$ cat config.mk
export PLATFORM = sky130hd
export DESIGN_NAME = dma7_ctrl
export DESIGN_NICKNAME = d
export VERILOG_FILES = /design/src/rtl/dma7_pkg.sv /design/src/rtl/dma7_chan.sv /design/src/rtl/dma7_arb.sv /design/src/rtl/dma7_ctrl.sv
export SDC_FILE = /design/constraint.sdc
export NUM_CORES = 1
export LEC_CHECK = 0
export ABC_AREA = 1
export CORE_UTILIZATION = 53
export DETAILED_ROUTE_END_ITERATION = 8
export GPL_TIMING_DRIVEN = 0
export PLACE_DENSITY = 0.74
export SETUP_SLACK_MARGIN = 0.5
export SLEW_MARGIN = 20
export SYNTH_ARGS = -nofsm -noshare
export SYNTH_HDL_FRONTEND = slang
export SYNTH_SLANG_ARGS = --single-unit
$ cat constraint.sdc
create_clock -name clk -period 3 [get_ports clk]
set_input_delay 0.6 -clock clk [delete_from_list [all_inputs] [get_ports clk]]
set_output_delay 0.6 -clock clk [all_outputs]
set_load 0.05 [all_outputs]
$ cat src/rtl/dma7_pkg.sv
package dma7_pkg;
    localparam int NUM_CH  = 8;
    localparam int LINK_CH = 4;
    localparam int ADDR_W  = 27;
    localparam int CNT_W   = 16;

    typedef enum logic [1:0] {
        SEL_ADDR  = 2'd0,
        SEL_COUNT = 2'd1,
        SEL_SWREQ = 2'd2,
        SEL_MODE  = 2'd3
    } reg_sel_e;

    typedef enum logic {
        ST_IDLE = 1'b0,
        ST_BUSY = 1'b1
    } ctl_state_e;

    // Word-wide channels sit above the link channel.
    function automatic logic chan_is_word(input int ch, input int link);
        return ch > link;
    endfunction

    // Word channels store a word address; the byte address is one bit up.
    function automatic logic [ADDR_W-1:0] byte_view(input logic [ADDR_W-1:0] a,
                                                    input logic word);
        return word ? {a[ADDR_W-2:0], 1'b0} : a;
    endfunction
endpackage

$ cat src/rtl/dma7_chan.sv
module dma7_chan
    import dma7_pkg::*;
#(
    parameter int AW   = ADDR_W,
    parameter int CW   = CNT_W,
    parameter bit WORD = 1'b0
) (
    input  logic          clk,
    input  logic          rst,
    input  logic          wr_addr,
    input  logic          wr_count,
    input  logic          wr_swreq,
    input  logic [AW-1:0] wr_data,
    input  logic          hw_req,
    input  logic          step,
    output logic          req,
    output logic [AW-1:0] out_addr,
    output logic          at_last
);
    logic [AW-1:0] cur_addr;
    logic [CW-1:0] cur_cnt;
    logic          sw_req;
    logic          halted;

    assign at_last  = (cur_cnt == '0);
    assign req      = (hw_req | sw_req) & ~halted;
    assign out_addr = byte_view(cur_addr, WORD);

    always_ff @(posedge clk) begin
        if (rst) begin
            cur_addr <= '0;
            cur_cnt  <= '0;
            sw_req   <= 1'b0;
            halted   <= 1'b1;
        end else begin
            if (step) begin
                cur_addr <= cur_addr + 1'b1;
                cur_cnt  <= cur_cnt - 1'b1;
                if (at_last) begin
                    halted <= 1'b1;
                    sw_req <= 1'b0;
                end
            end
            // Register writes take precedence over a coincident step.
            if (wr_addr) begin
                cur_addr <= wr_data;
                halted   <= 1'b0;
            end
            if (wr_count) begin
                cur_cnt <= wr_data[CW-1:0];
                halted  <= 1'b0;
            end
            if (wr_swreq) begin
                sw_req <= wr_data[0];
            end
        end
    end

    // the terminal transfer leaves the channel silent
    a_r7_halt_after_last: assert property (@(posedge clk) disable iff (rst)
        (step && at_last && !wr_addr && !wr_count) |=> !req);

    // the terminal transfer drops the software request
    a_r4_sw_cleared: assert property (@(posedge clk) disable iff (rst)
        (step && at_last && !wr_swreq) |=> !sw_req);
endmodule

$ cat src/rtl/dma7_arb.sv
module dma7_arb #(
    parameter int N  = 4,
    localparam int IW = (N > 1) ? $clog2(N) : 1
) (
    input  logic          clk,
    input  logic          rst,
    input  logic [N-1:0]  req,
    input  logic          rotate,
    input  logic          take,
    output logic          any,
    output logic [IW-1:0] win
);
    logic [IW-1:0] last;
    int            start;
    int            idx;

    always_comb begin
        start = 0;
        if (rotate) begin
            start = (int'(last) == N - 1) ? 0 : int'(last) + 1;
        end
        any = 1'b0;
        win = '0;
        idx = 0;
        for (int k = 0; k < N; k++) begin
            idx = start + k;
            if (idx >= N) idx = idx - N;
            if (!any && req[idx]) begin
                any = 1'b1;
                win = idx[IW-1:0];
            end
        end
    end

    always_ff @(posedge clk) begin
        if (rst) begin
            last <= IW'(N - 1);
        end else if (take) begin
            last <= win;
        end
    end

    // with fixed order no lower slot is left waiting
    a_r2_fixed_lowest: assert property (@(posedge clk) disable iff (rst)
        (!rotate && any) |-> ((req & ~({N{1'b1}} << win)) == '0));

    // rotating order never skips to a slot that is not requesting
    a_r3_winner_requests: assert property (@(posedge clk) disable iff (rst)
        any |-> req[win]);
endmodule

$ cat src/rtl/dma7_ctrl.sv
module dma7_ctrl
    import dma7_pkg::*;
#(
    parameter int CH_N  = NUM_CH,
    parameter int LINK  = LINK_CH,
    parameter int AW    = ADDR_W,
    parameter int CW    = CNT_W,
    localparam int CHW   = $clog2(CH_N),
    localparam int PRI_N = LINK + 1,
    localparam int SEC_N = CH_N - LINK - 1,
    localparam int PW    = $clog2(PRI_N),
    localparam int SW    = (SEC_N > 1) ? $clog2(SEC_N) : 1
) (
    input  logic            clk,
    input  logic            rst,
    input  logic            reg_wr,
    input  logic [1:0]      reg_sel,
    input  logic [CHW-1:0]  reg_chan,
    input  logic [AW-1:0]   reg_data,
    input  logic [CH_N-1:0] dreq,
    input  logic            seq_done,
    output logic [CH_N-1:0] dack,
    output logic            xfer_valid,
    output logic [AW-1:0]   xfer_addr,
    output logic            xfer_word,
    output logic            xfer_tc
);
    localparam logic [PW-1:0] LINK_SLOT = PW'(LINK);

    ctl_state_e     state;
    logic [CHW-1:0] cur_ch;
    logic           rotate;

    logic [CH_N-1:0] ch_req;
    logic [CH_N-1:0] ch_last;
    logic [CH_N-1:0] ch_step;
    logic [AW-1:0]   ch_addr [CH_N];

    logic [PRI_N-1:0] pri_req;
    logic [SEC_N-1:0] sec_req;
    logic             pri_any, sec_any;
    logic [PW-1:0]    pri_win;
    logic [SW-1:0]    sec_win;
    logic             grant, sec_take;
    logic [CHW-1:0]   pick;
    logic             busy;

    assign busy = (state == ST_BUSY);

    for (genvar i = 0; i < CH_N; i++) begin : g_ch
        if (i == LINK) begin : g_link
            // The link slot has no channel state; its request pin is discarded.
            assign ch_req[i]  = 1'b0 & dreq[i];
            assign ch_last[i] = 1'b0;
            assign ch_addr[i] = '0;
        end else begin : g_real
            logic hit;
            assign hit = reg_wr && (reg_chan == CHW'(i));
            dma7_chan #(
                .AW  (AW),
                .CW  (CW),
                .WORD(chan_is_word(i, LINK))
            ) u_chan (
                .clk     (clk),
                .rst     (rst),
                .wr_addr (hit && (reg_sel == SEL_ADDR)),
                .wr_count(hit && (reg_sel == SEL_COUNT)),
                .wr_swreq(hit && (reg_sel == SEL_SWREQ)),
                .wr_data (reg_data),
                .hw_req  (dreq[i]),
                .step    (ch_step[i]),
                .req     (ch_req[i]),
                .out_addr(ch_addr[i]),
                .at_last (ch_last[i])
            );
        end
        assign ch_step[i] = busy && seq_done && (cur_ch == CHW'(i));
    end

    assign sec_req = ch_req[CH_N-1:LINK+1];
    assign pri_req = {sec_any, ch_req[LINK-1:0]};

    dma7_arb #(.N(SEC_N)) u_sec_arb (
        .clk   (clk),
        .rst   (rst),
        .req   (sec_req),
        .rotate(rotate),
        .take  (sec_take),
        .any   (sec_any),
        .win   (sec_win)
    );

    dma7_arb #(.N(PRI_N)) u_pri_arb (
        .clk   (clk),
        .rst   (rst),
        .req   (pri_req),
        .rotate(rotate),
        .take  (grant),
        .any   (pri_any),
        .win   (pri_win)
    );

    assign grant    = !busy && pri_any;
    assign sec_take = grant && (pri_win == LINK_SLOT);
    assign pick     = (pri_win == LINK_SLOT) ? CHW'(LINK + 1) + CHW'(sec_win)
                                             : CHW'(pri_win);

    always_ff @(posedge clk) begin
        if (rst) begin
            state  <= ST_IDLE;
            cur_ch <= '0;
            rotate <= 1'b0;
        end else begin
            if (reg_wr && reg_sel == SEL_MODE) begin
                rotate <= reg_data[0];
            end
            case (state)
                ST_IDLE: if (grant) begin
                    state  <= ST_BUSY;
                    cur_ch <= pick;
                end
                ST_BUSY: if (seq_done) begin
                    state <= ST_IDLE;
                end
                default: state <= ST_IDLE;
            endcase
        end
    end

    assign dack       = busy ? (CH_N'(1) << cur_ch) : '0;
    assign xfer_valid = busy;
    assign xfer_addr  = busy ? ch_addr[cur_ch] : '0;
    assign xfer_word  = busy && (int'(cur_ch) > LINK);
    assign xfer_tc    = busy && ch_last[cur_ch];

    // never more than one acknowledge
    a_r8_dack_onehot: assert property (@(posedge clk) disable iff (rst)
        $onehot0(dack));

    // acknowledge holds until the sequencer finishes
    a_r8_dack_hold: assert property (@(posedge clk) disable iff (rst)
        (xfer_valid && !seq_done) |=> ($stable(dack) && dack != '0));

    // acknowledge drops right after done
    a_r8_dack_drop: assert property (@(posedge clk) disable iff (rst)
        (xfer_valid && seq_done) |=> (dack == '0));

    // the link channel is never acknowledged
    a_r9_no_link_ack: assert property (@(posedge clk) disable iff (rst)
        !dack[LINK]);

    // word transfers are word aligned
    a_r6_word_even: assert property (@(posedge clk) disable iff (rst)
        (xfer_valid && xfer_word) |-> !xfer_addr[0]);
endmodule

# After elaboration in Yosys (flattened, before gate mapping)
# Index checks and enable logic that the tools add are counted.
# word_totals
regBits	325
input_bits	44
# op_classes
n_addsub	31
n_lt_le_gt_ge	19
n_eq_ne	18
shift	1
mux	140
n_bitwise	23
reduce_logical	121
# op_table
operator	n
$mux W27	17
$mux W32	12
$mux W16	14
$add A27 B1 Y27 const B	7
$ge A32 B4 Y1 const B	5
$lt A32 B5 Y1 const B	5
$sub A32 B4 Y32 const B	5
$logic_not A16 Y1	7
$sub A16 B1 Y16 const B	7
$add A32 B3 Y32 const B	3
$ge A32 B3 Y1 const B	3
$lt A32 B4 Y1 const B	3
$sub A32 B3 Y32 const B	3
$bmux W27 S3	1
$mux W1	76
$add A32 B2 Y32 const B	2
$reduce_bool A2 Y1	28
$logic_and A1 B1 Y1	47
$reduce_bool A3 Y1	14
$add A32 B4 Y32 const B	1
$reduce_and A2 Y1	15
$eq A3 B3 Y1 const B	8
$bmux W1 S3	6
$mux W3	6
22 further kinds	58

# Logic depth before layout (Yosys ltp)
# Gate-level depths: netlist (run 1).
# logic_depth
ltp_word	34
mapped_depth	27

# By module
# From an unflattened synthesis (run 1), not the netlist that was laid out.
# hier_totals
hier_cells	4132
area_unflattened_um2	24921.4
# by_module_without_submodules
module	instances	cells_per_inst	area_per_inst_um2
dma7_chan at g_ch[0].g_real.u_chan ...	4	464	2981.6
dma7_chan at g_ch[5].g_real.u_chan ...	2	459	2925.3
dma7_chan at g_ch[6].g_real.u_chan	1	456	2877.8
dma7_ctrl	1	596	2523.7
dma7_arb at u_pri_arb	1	226	1256.2
dma7_arb at u_sec_arb	1	80	486.7

# Worst setup path before layout (run 1)
# No wires, ideal clock.
# synth_timing
path_type	reg-to-output
start	register state, in the netlist xfer_valid
end	output xfer_addr[3]
arrival_time_ns	2.885
slack_ns	-0.485
stages_incl_launch_ff	4
cell_sequence	dfxtp_1 > clkbuf_1 > inv_1 > o311ai_0
# synth_via
elab_chain_len	1
# synth_rtl
element	line_no	rtl
start: declaration	dma7_ctrl.sv:30	ctl_state_e state;
start signal: assignment	dma7_ctrl.sv:110	state <= ST_IDLE;
start signal: assignment	dma7_ctrl.sv:119	state <= ST_BUSY;
start signal: assignment	dma7_ctrl.sv:123	state <= ST_IDLE;
$mux W27	dma7_ctrl.sv:132	assign xfer_addr = busy ? ch_addr[cur_ch] : '0;
end: declaration	dma7_ctrl.sv:24	output logic [AW-1:0] xfer_addr,
# No other way between the ends.

# Final worst setup path (run 1)
# layout_timing
start	register g_ch[0].g_real.u_chan.cur_cnt[0]
end	output xfer_tc
# layout_via
elab_chain_len	4
# layout_rtl
element	line_no	rtl
start: declaration	dma7_chan.sv:21	logic [CW-1:0] cur_cnt;
start signal: assignment	dma7_chan.sv:38	cur_cnt <= cur_cnt - 1'b1;
start signal: assignment	dma7_chan.sv:50	cur_cnt <= wr_data[CW-1:0];
$logic_not A16 Y1	dma7_chan.sv:25	assign at_last = (cur_cnt == '0);
$bmux W1 S3	dma7_ctrl.sv:134	assign xfer_tc = busy && ch_last[cur_ch];
$mux W1 (not written as such)	dma7_ctrl.sv:134	
$logic_and A1 B1 Y1	dma7_ctrl.sv:134	
end: declaration	dma7_ctrl.sv:26	output logic xfer_tc
# No other way between the ends. The select of a mux whose other input is x is not followed.

==> results of run 1 <==
through the flow:
| stage | utilization (%) | power, mW | setup TNS, ns |
|---|---|---|---|
| floorplan | - | 6.34 | 0 |
| global placement | 58.6 | 7.14 | -131.68 |
| detailed placement | 58.7 | 7.19 | -143.89 |
| CTS | 69.0 | 12.6 | -3.53 |
| global route | 75.7 | 13.5 | -7.06 |
| finish | 75.7 | 13.2 | -5.26 |
path summary, 6_finish.rpt:
check,to,depth (start not counted)
worst max-delay path,xfer_tc,9
worst min-delay path,g_ch[7].g_real.u_chan.halted,2
worst max register to register,cur_ch[1],26
worst min register to register,g_ch[7].g_real.u_chan.halted,2
synth_stat cells, drive strengths merged (8+ instances only):
cell	n	area (µm²)
dfxtp	322	6450
xor2	139	1220
nor2	284	1100
nor3	76	385
or2	8	50.1
o211ai	29	218
a221oi	29	254
clkinv	17	65.1
o221ai	28	245
o21ai	185	941
a31oi	149	932
o22ai	75	469
clkbuf	126	474
ha	31	388
buf	11	56.3
a22oi	10	75.1
a21oi	137	704
nand3	154	811
nand4	48	300
nand2	852	3250
inv	378	1420
nand3b	8	60.1
nor4	20	125
xnor2	49	429
report_power, final:
part	internal [mW]	switching, mW
logic	1.37	2.35
registers	4.41	0.160
clock network	2.85	2.03
area by class of cell:
type	instances	area, µm²
inverters	395	1600
clock inverters	10	75.1
clock buffers	60	1210
plain buffers	137	973
well taps	518	648
multi-input cells	2360	15200
flip-flops and latches	322	6510
repair buffers	291	2990
fillers	2855	9400
kinds of logic after synthesis:
logic type      share of synthesized area [%]
compound gates                           20.1
xor+xnor                                 7.91
fa+ha+maj                                1.86
buf+inv                                  9.68
flops                                    31.0
simple gates                             29.5
state kept, by name (all words and copies together) (netlist names):
name and count:
g_ch.g_real.u_chan.sw_req 7, g_ch.g_real.u_chan.out_addr 108, g_ch.g_real.u_chan.halted 7, xfer_valid 1
g_ch.g_real.u_chan.cur_cnt 112, rotate 1, u_sec_arb.last 2, u_pri_arb.last 3
g_ch.g_real.u_chan.cur_addr 78, cur_ch 3
repair_timing:
action                     in CTS  in global routing
gates cloned                    3                  6
pin swaps                      88                163
resized for setup             704                440
buffers inserted               81                124
setup endpoints to repair     348                242
critical path, cell delays in order, from the launching register on:
cell,delay (ns)
dfxtp_1,0.32
inv_1,0.14
ha_1,0.22
nand2_1,0.15
nor4b_1,0.90
o21ai_0,0.25
a21oi_2,0.17
o21ai_2,0.07
nand2_2,0.13
buf_8,0.16
layer usage:
layer | vias to the layer above | track usage [%] | share of wire [%]
met5 | - | 0 | 0.056
met4 | 2 | 25.5 | 7.2
met3 | 460 | 9.32 | 14
met2 | 1878 | 65.1 | 42
met1 | 12100 | 58.1 | 37
li1 | 11500 | - | -
==> results.md, run 1 <==
- Post-synth EDFFs: 0
- Final cell count without fillers: 4093
- Commonest non-fill, non-tap cells in the layout: 763 x nand2_1, 331 x inv_1, 290 x dfxtp_1
- # IOs: 82
- Longest Clk Path Bufs: 3
- Site row count: 72
- Core Area: 38600 µm²
- Final Skew: 0.0168 ns
- Hold Crit Class: flip-flop to flip-flop
- Gate Count Post-Synth: 3214
- Crit Path Category: flip-flop to output port
- Final Cell Area: 29300 µm²
- Gr ovfl total: 0
- Pwr/cell area: 450 nW/µm²
- Maximum vdd drop: 0.350 mV
- Mean post-synth cell area: 6.47 µm²
- Achievable Freq: 272 MHz
- Status: finished, violations left
- Via count: 25900
- Global-route wire length before repair: 135000 µm
- Dpl cells: 3809
- CTS tree: built
- Worst Path Arrival: 3.08 ns
- Post-DP HPWL: 63400 µm
- Antenna Diode Count: 0
- GPL Wtd Cong: 1.06
- Vias in the first global route: 23000
- DIE WIDTH: 200 µm
- Final hold vios: 0
- RSZ-0062 raised after global routing: true
- Post-synth ARST share: 0%
- CTS sink cnt: 322
- Post-route DRC: 0
- Largest net degree at the start of global routing: 13
- WL per Instance: 23.3 µm
- Antenna-violating nets left: 0
- Yosys cell types: 61
- Crit Path Max Fanout: 5
- Overall routed net length: 95400 µm
- Drt first pass iters: 6
- CTS root buf: clkbuf_16
- Hold path start: g_ch[7].g_real.u_chan.halted
- Ys flop type: dfxtp_1
- #FFs+latches synth: 322
- Critical Path RT: 2.40 ns
- Max Cap Viol: 0
- Routed vias/inst: 6.33
- Die H: 200 µm
- Setup Viol. Count Final: 36
- Initial antenna violation count: 4
- Worst hold margin: 0.467 ns
- Worst Setup End Kind: output port
- Min cycle time layout: 3.68 ns
- Final worst setup slack: -0.682 ns
- Final Max Slew Viols: 0
- Clock slew at the register clock pins of the worst setup and hold paths: 0.06 ns
- Yosys warning count: 0
- Commonest non-fill, non-tap cell in the layout: nand2_1
- Initial core utilization: 53.8%
- Placement Cell Area: 22700 µm²
- NumNets Final: 3621
- Worst r2r src: u_pri_arb.last[0]
- Headroom to the max-slew limit: 8.73%
- # port buffers: 76
- Startpoint Class: flip-flop
- Worst-skew pair later-pin latency: 0.57 ns
- Failing checks: setup timing
- All-Layer GR Usage: 43.7%
- Die area: 40100 µm²
- Crit path from: g_ch[0].g_real.u_chan.cur_cnt[0]
- Reg2Reg Setup Slack: -0.21 ns
- Leak: 11.5 nW
- TritonCTS Buffers: 39
- Syn Nets: 3289
- Register area share after synthesis: 31.0%
- Layout cell share with drive strength beyond 1: 24.3%
- Drt initial violations: 3633
- Fraction of the cycle the final worst path needs: 123%
- Area Growth Syn to Fin: 40.6%
- Hold Buf Count CTS: 0
- Slew @ Worst Pin: 1.37 ns
- H-tree depth: 2
- Mapped Area: 20800 µm²
- Pre-CTS setup slack: -1.49 ns
Power figures use the tool's default switching activity.
==> inputs of run 2 (changes only) <==
- CORE_UTILIZATION: 53 -> 51
- PLACE_DENSITY: 0.74 -> 0.71
==> results.md, run 2 (synthesized netlist as in run 1, its figures left out) <==
- Status: finished, violations left
- Failing checks: setup timing
- TritonCTS Buffers: 40 (+2.6%)
- Register area: 6510 µm² (about the same)
- Vias in the first global route: 23000 (-0.0044%)
- CTS root buf: clkbuf_16
- # port buffers: 76 (unchanged)
- Final Skew: 0.0212 ns (+0.00439 ns)
- Slowest cell on the critical path: dfxtp_2
- CP most frequent cell: buf_6
- Layout cell share with drive strength beyond 1: 23.9% (-0.35 points)
- Switching power share of the total: 34.5% (about the same)
- Die area: 41600 µm² (+3.9%)
- Worst r2r src: g_ch[3].g_real.u_chan.cur_cnt[1]
- Drt first pass iters: 7 (+1)
- Setup Viol. Count Final: 21 (-42%)
- Gr ovfl total: 0 (unchanged)
- Hold path start: g_ch[1].g_real.u_chan.sw_req
- Commonest non-fill, non-tap cells in the layout: 781 x nand2_1, 329 x inv_1, 293 x dfxtp_1
- Min cycle time layout: 3.67 ns (-0.0124 ns)
- Worst Path Arrival: 4.16 ns (+1.08 ns)
- Number of flip-flops in the largest register: 112 (unchanged)
- Total negative slack: -4.41 ns (+0.846 ns)
- Slew @ Worst Pin: 1.29 ns (-0.0788 ns)
- Fraction of the cycle the final worst path needs: 122% (-0.41 points)
- Routed vias/inst: 6.19 (-2.1%)
- H-tree depth: 2 (unchanged)
- Commonest non-fill, non-tap cell in the layout: nand2_1
- # IOs: 82 (unchanged)
- Post-layout util: 72.7% (-3.0 points)
- Clock slew at the register clock pins of the worst setup and hold paths: 0.06 ns (about the same)
- Final Max Slew Viols: 0 (unchanged)
- Headroom to the max-slew limit: 14.0% (+5.3 points)
- Crit Path Max Fanout: 2 (-3)
- Critical Path RT: 3.49 ns (+1.09 ns)
- WL per Instance: 22.9 µm (-1.9%)
- GPL Wtd Cong: 1.02 (-3.1%)
- CTS sink cnt: 322 (unchanged)
- Post-route DRC: 0 (unchanged)
- Reg2Reg Setup Slack: -0.67 ns (-0.46 ns)
- Maximum vdd drop: 0.421 mV (+20%)
- Overall routed net length: 93800 µm (-1.7%)
- Filler cells: 3146 (+10%)
- Max Cap Viol: 0 (unchanged)
- Multi-input combinational cell area: 15100 µm² (-1.0%)
- CTS tree: built
- Final hold vios: 0 (unchanged)
- Largest net degree at the start of global routing: 14 (+1)
- Worst Hold Path Cells: 2 (unchanged)
- Antenna Diode Count: 0 (unchanged)
- Drt initial violations: 3134 (-14%)
- CP max stage delay: 0.32 ns (-0.58 ns)
- Final worst setup slack: -0.669 ns (+0.0124 ns)
- Antenna-violating nets left: 0 (unchanged)
- Largest Register: g_ch.g_real.u_chan.cur_cnt
- Post-DP HPWL: 63900 µm (+0.80%)
- Clock share of power: 36.4% (-0.7 points)
- Via count: 25400 (-1.9%)
- Hold Path Sink: g_ch[1].g_real.u_chan.sw_req
- Longest Clk Path Bufs: 3 (unchanged)
- Leak: 11.4 nW (-0.64%)
- Achievable Freq: 273 MHz (+0.34%)
- Hold Crit Class: flip-flop to flip-flop
- Crit Path Category: flip-flop to flip-flop
- R2R cell count: 32 (+23%)
- Area Growth Syn to Fin: 39.9%
- Worst-skew pair later-pin latency: 0.59 ns (+0.02 ns)
- Core Area: 40000 µm² (+3.5%)
- All-Layer GR Usage: 42.4% (-1.3 points)
- Pwr/cell area: 466 nW/µm² (+3.6%)
- Reg-to-Reg End: g_ch[3].g_real.u_chan.cur_cnt[14]
- Logic pwr share: 29.9% (+1.7 points)
- Hold Buf Count CTS: 0 (unchanged)
- Initial core utilization: 52.0% (-1.8 points)
- Site row count: 73 (+1.4%)
- Worst Setup End Kind: flip-flop
- Flop pwr share: 33.7% (-1.0 points)
- Global-route wire length before repair: 134000 µm (-1.0%)
- Internal power: 8.89 mW (+3.0%)
- NumNets Final: 3626 (+0.14%)
- Startpoint Class: flip-flop
- NetSw: 4.68 mW (+3.1%)
- DIE WIDTH: 204 µm (+1.9%)
- Die H: 204 µm (+1.9%)
- Initial antenna violation count: 1 (-3)
- RSZ-0062 raised after global routing: true
-- run 2: cell type report --
cell class                 count  share of cell area (%)
buffer                       137                    3.44
clock buffer                  54                    3.90
clock inverter                14                   0.542
inverter                     395                    5.48
multi-input combinational   2360                    51.9
sequential                   322                    22.4
tap                          525                    2.26
timing repair buffer         294                    10.1
timing repair inverter         1                  0.0172
-- run 2: power groups by stage --
stage / combinational [mW] / clock, mW / sequential [mW]
2_1_floorplan: 1.71 / 0 / 4.62
3_3_place_gp: 2.52 / 0 / 4.64
3_5_place_dp: 2.56 / 0 / 4.64
4_1_cts: 3.40 / 4.91 / 4.56
5_1_grt: 4.22 / 5.10 / 4.58
6_report: 4.06 / 4.94 / 4.57
-- run 2: timing repair --
action,in CTS,in global routing
pin swaps,103,149
gates cloned,3,7
hold endpoints to repair,0,0
setup buffers,107,102
resized for setup,674,430
setup endpoints to repair,349,214
-- run 2: worst max path at each step --
stage               slack (ns)                                 to                              from
floorplan                 0.04                          cur_ch[0]                 u_pri_arb.last[0]
global placement         -1.52                      xfer_addr[19]                         cur_ch[1]
detailed placement       -1.47                      xfer_addr[12]                         cur_ch[1]
CTS                      -0.73                            xfer_tc  g_ch[3].g_real.u_chan.cur_cnt[1]
global route             -0.88  g_ch[3].g_real.u_chan.cur_cnt[14]  g_ch[3].g_real.u_chan.cur_cnt[1]
finish                   -0.67  g_ch[3].g_real.u_chan.cur_cnt[14]  g_ch[3].g_real.u_chan.cur_cnt[1]
-- run 2: stage by stage --
step / setup slack [ns] / cell area, µm² / hold WS (ns) / instances / power (mW)
after floorplan: 0.0373 / 21300 / 0.438 / 3214 / 6.34
after global placement: -1.52 / 22700 / 0.449 / 3815 / 7.15
after detailed placement: -1.47 / 22700 / 0.468 / 3815 / 7.20
after CTS: -0.735 / 26800 / 0.474 / 3993 / 12.9
after global routing: -0.875 / 29100 / 0.497 / 4102 / 13.9
final: -0.669 / 29100 / 0.475 / 4102 / 13.6
-- run 2: critical path: cells and delay by family (launching register included) --
family / cells / cell delay, ns
buffers and inverters: 23 / 1.90
and+or+nand+nor: 6 / 0.89
DFF: 1 / 0.32
AOI/OAI and AO/OA: 1 / 0.18
adders and majority gates: 1 / 0.15
xor gates and xnor gates: 1 / 0.14
-- run 2: per-layer routing --
layer / track usage [%] / part of all wire [%] / vias to the layer above
met5: 0 / 0 / -
met4: 22.5 / 6.2 / 0
met3: 8.21 / 12 / 370
met2: 65.6 / 43 / 1654
met1: 55.7 / 38 / 11900
li1: - / - / 11400
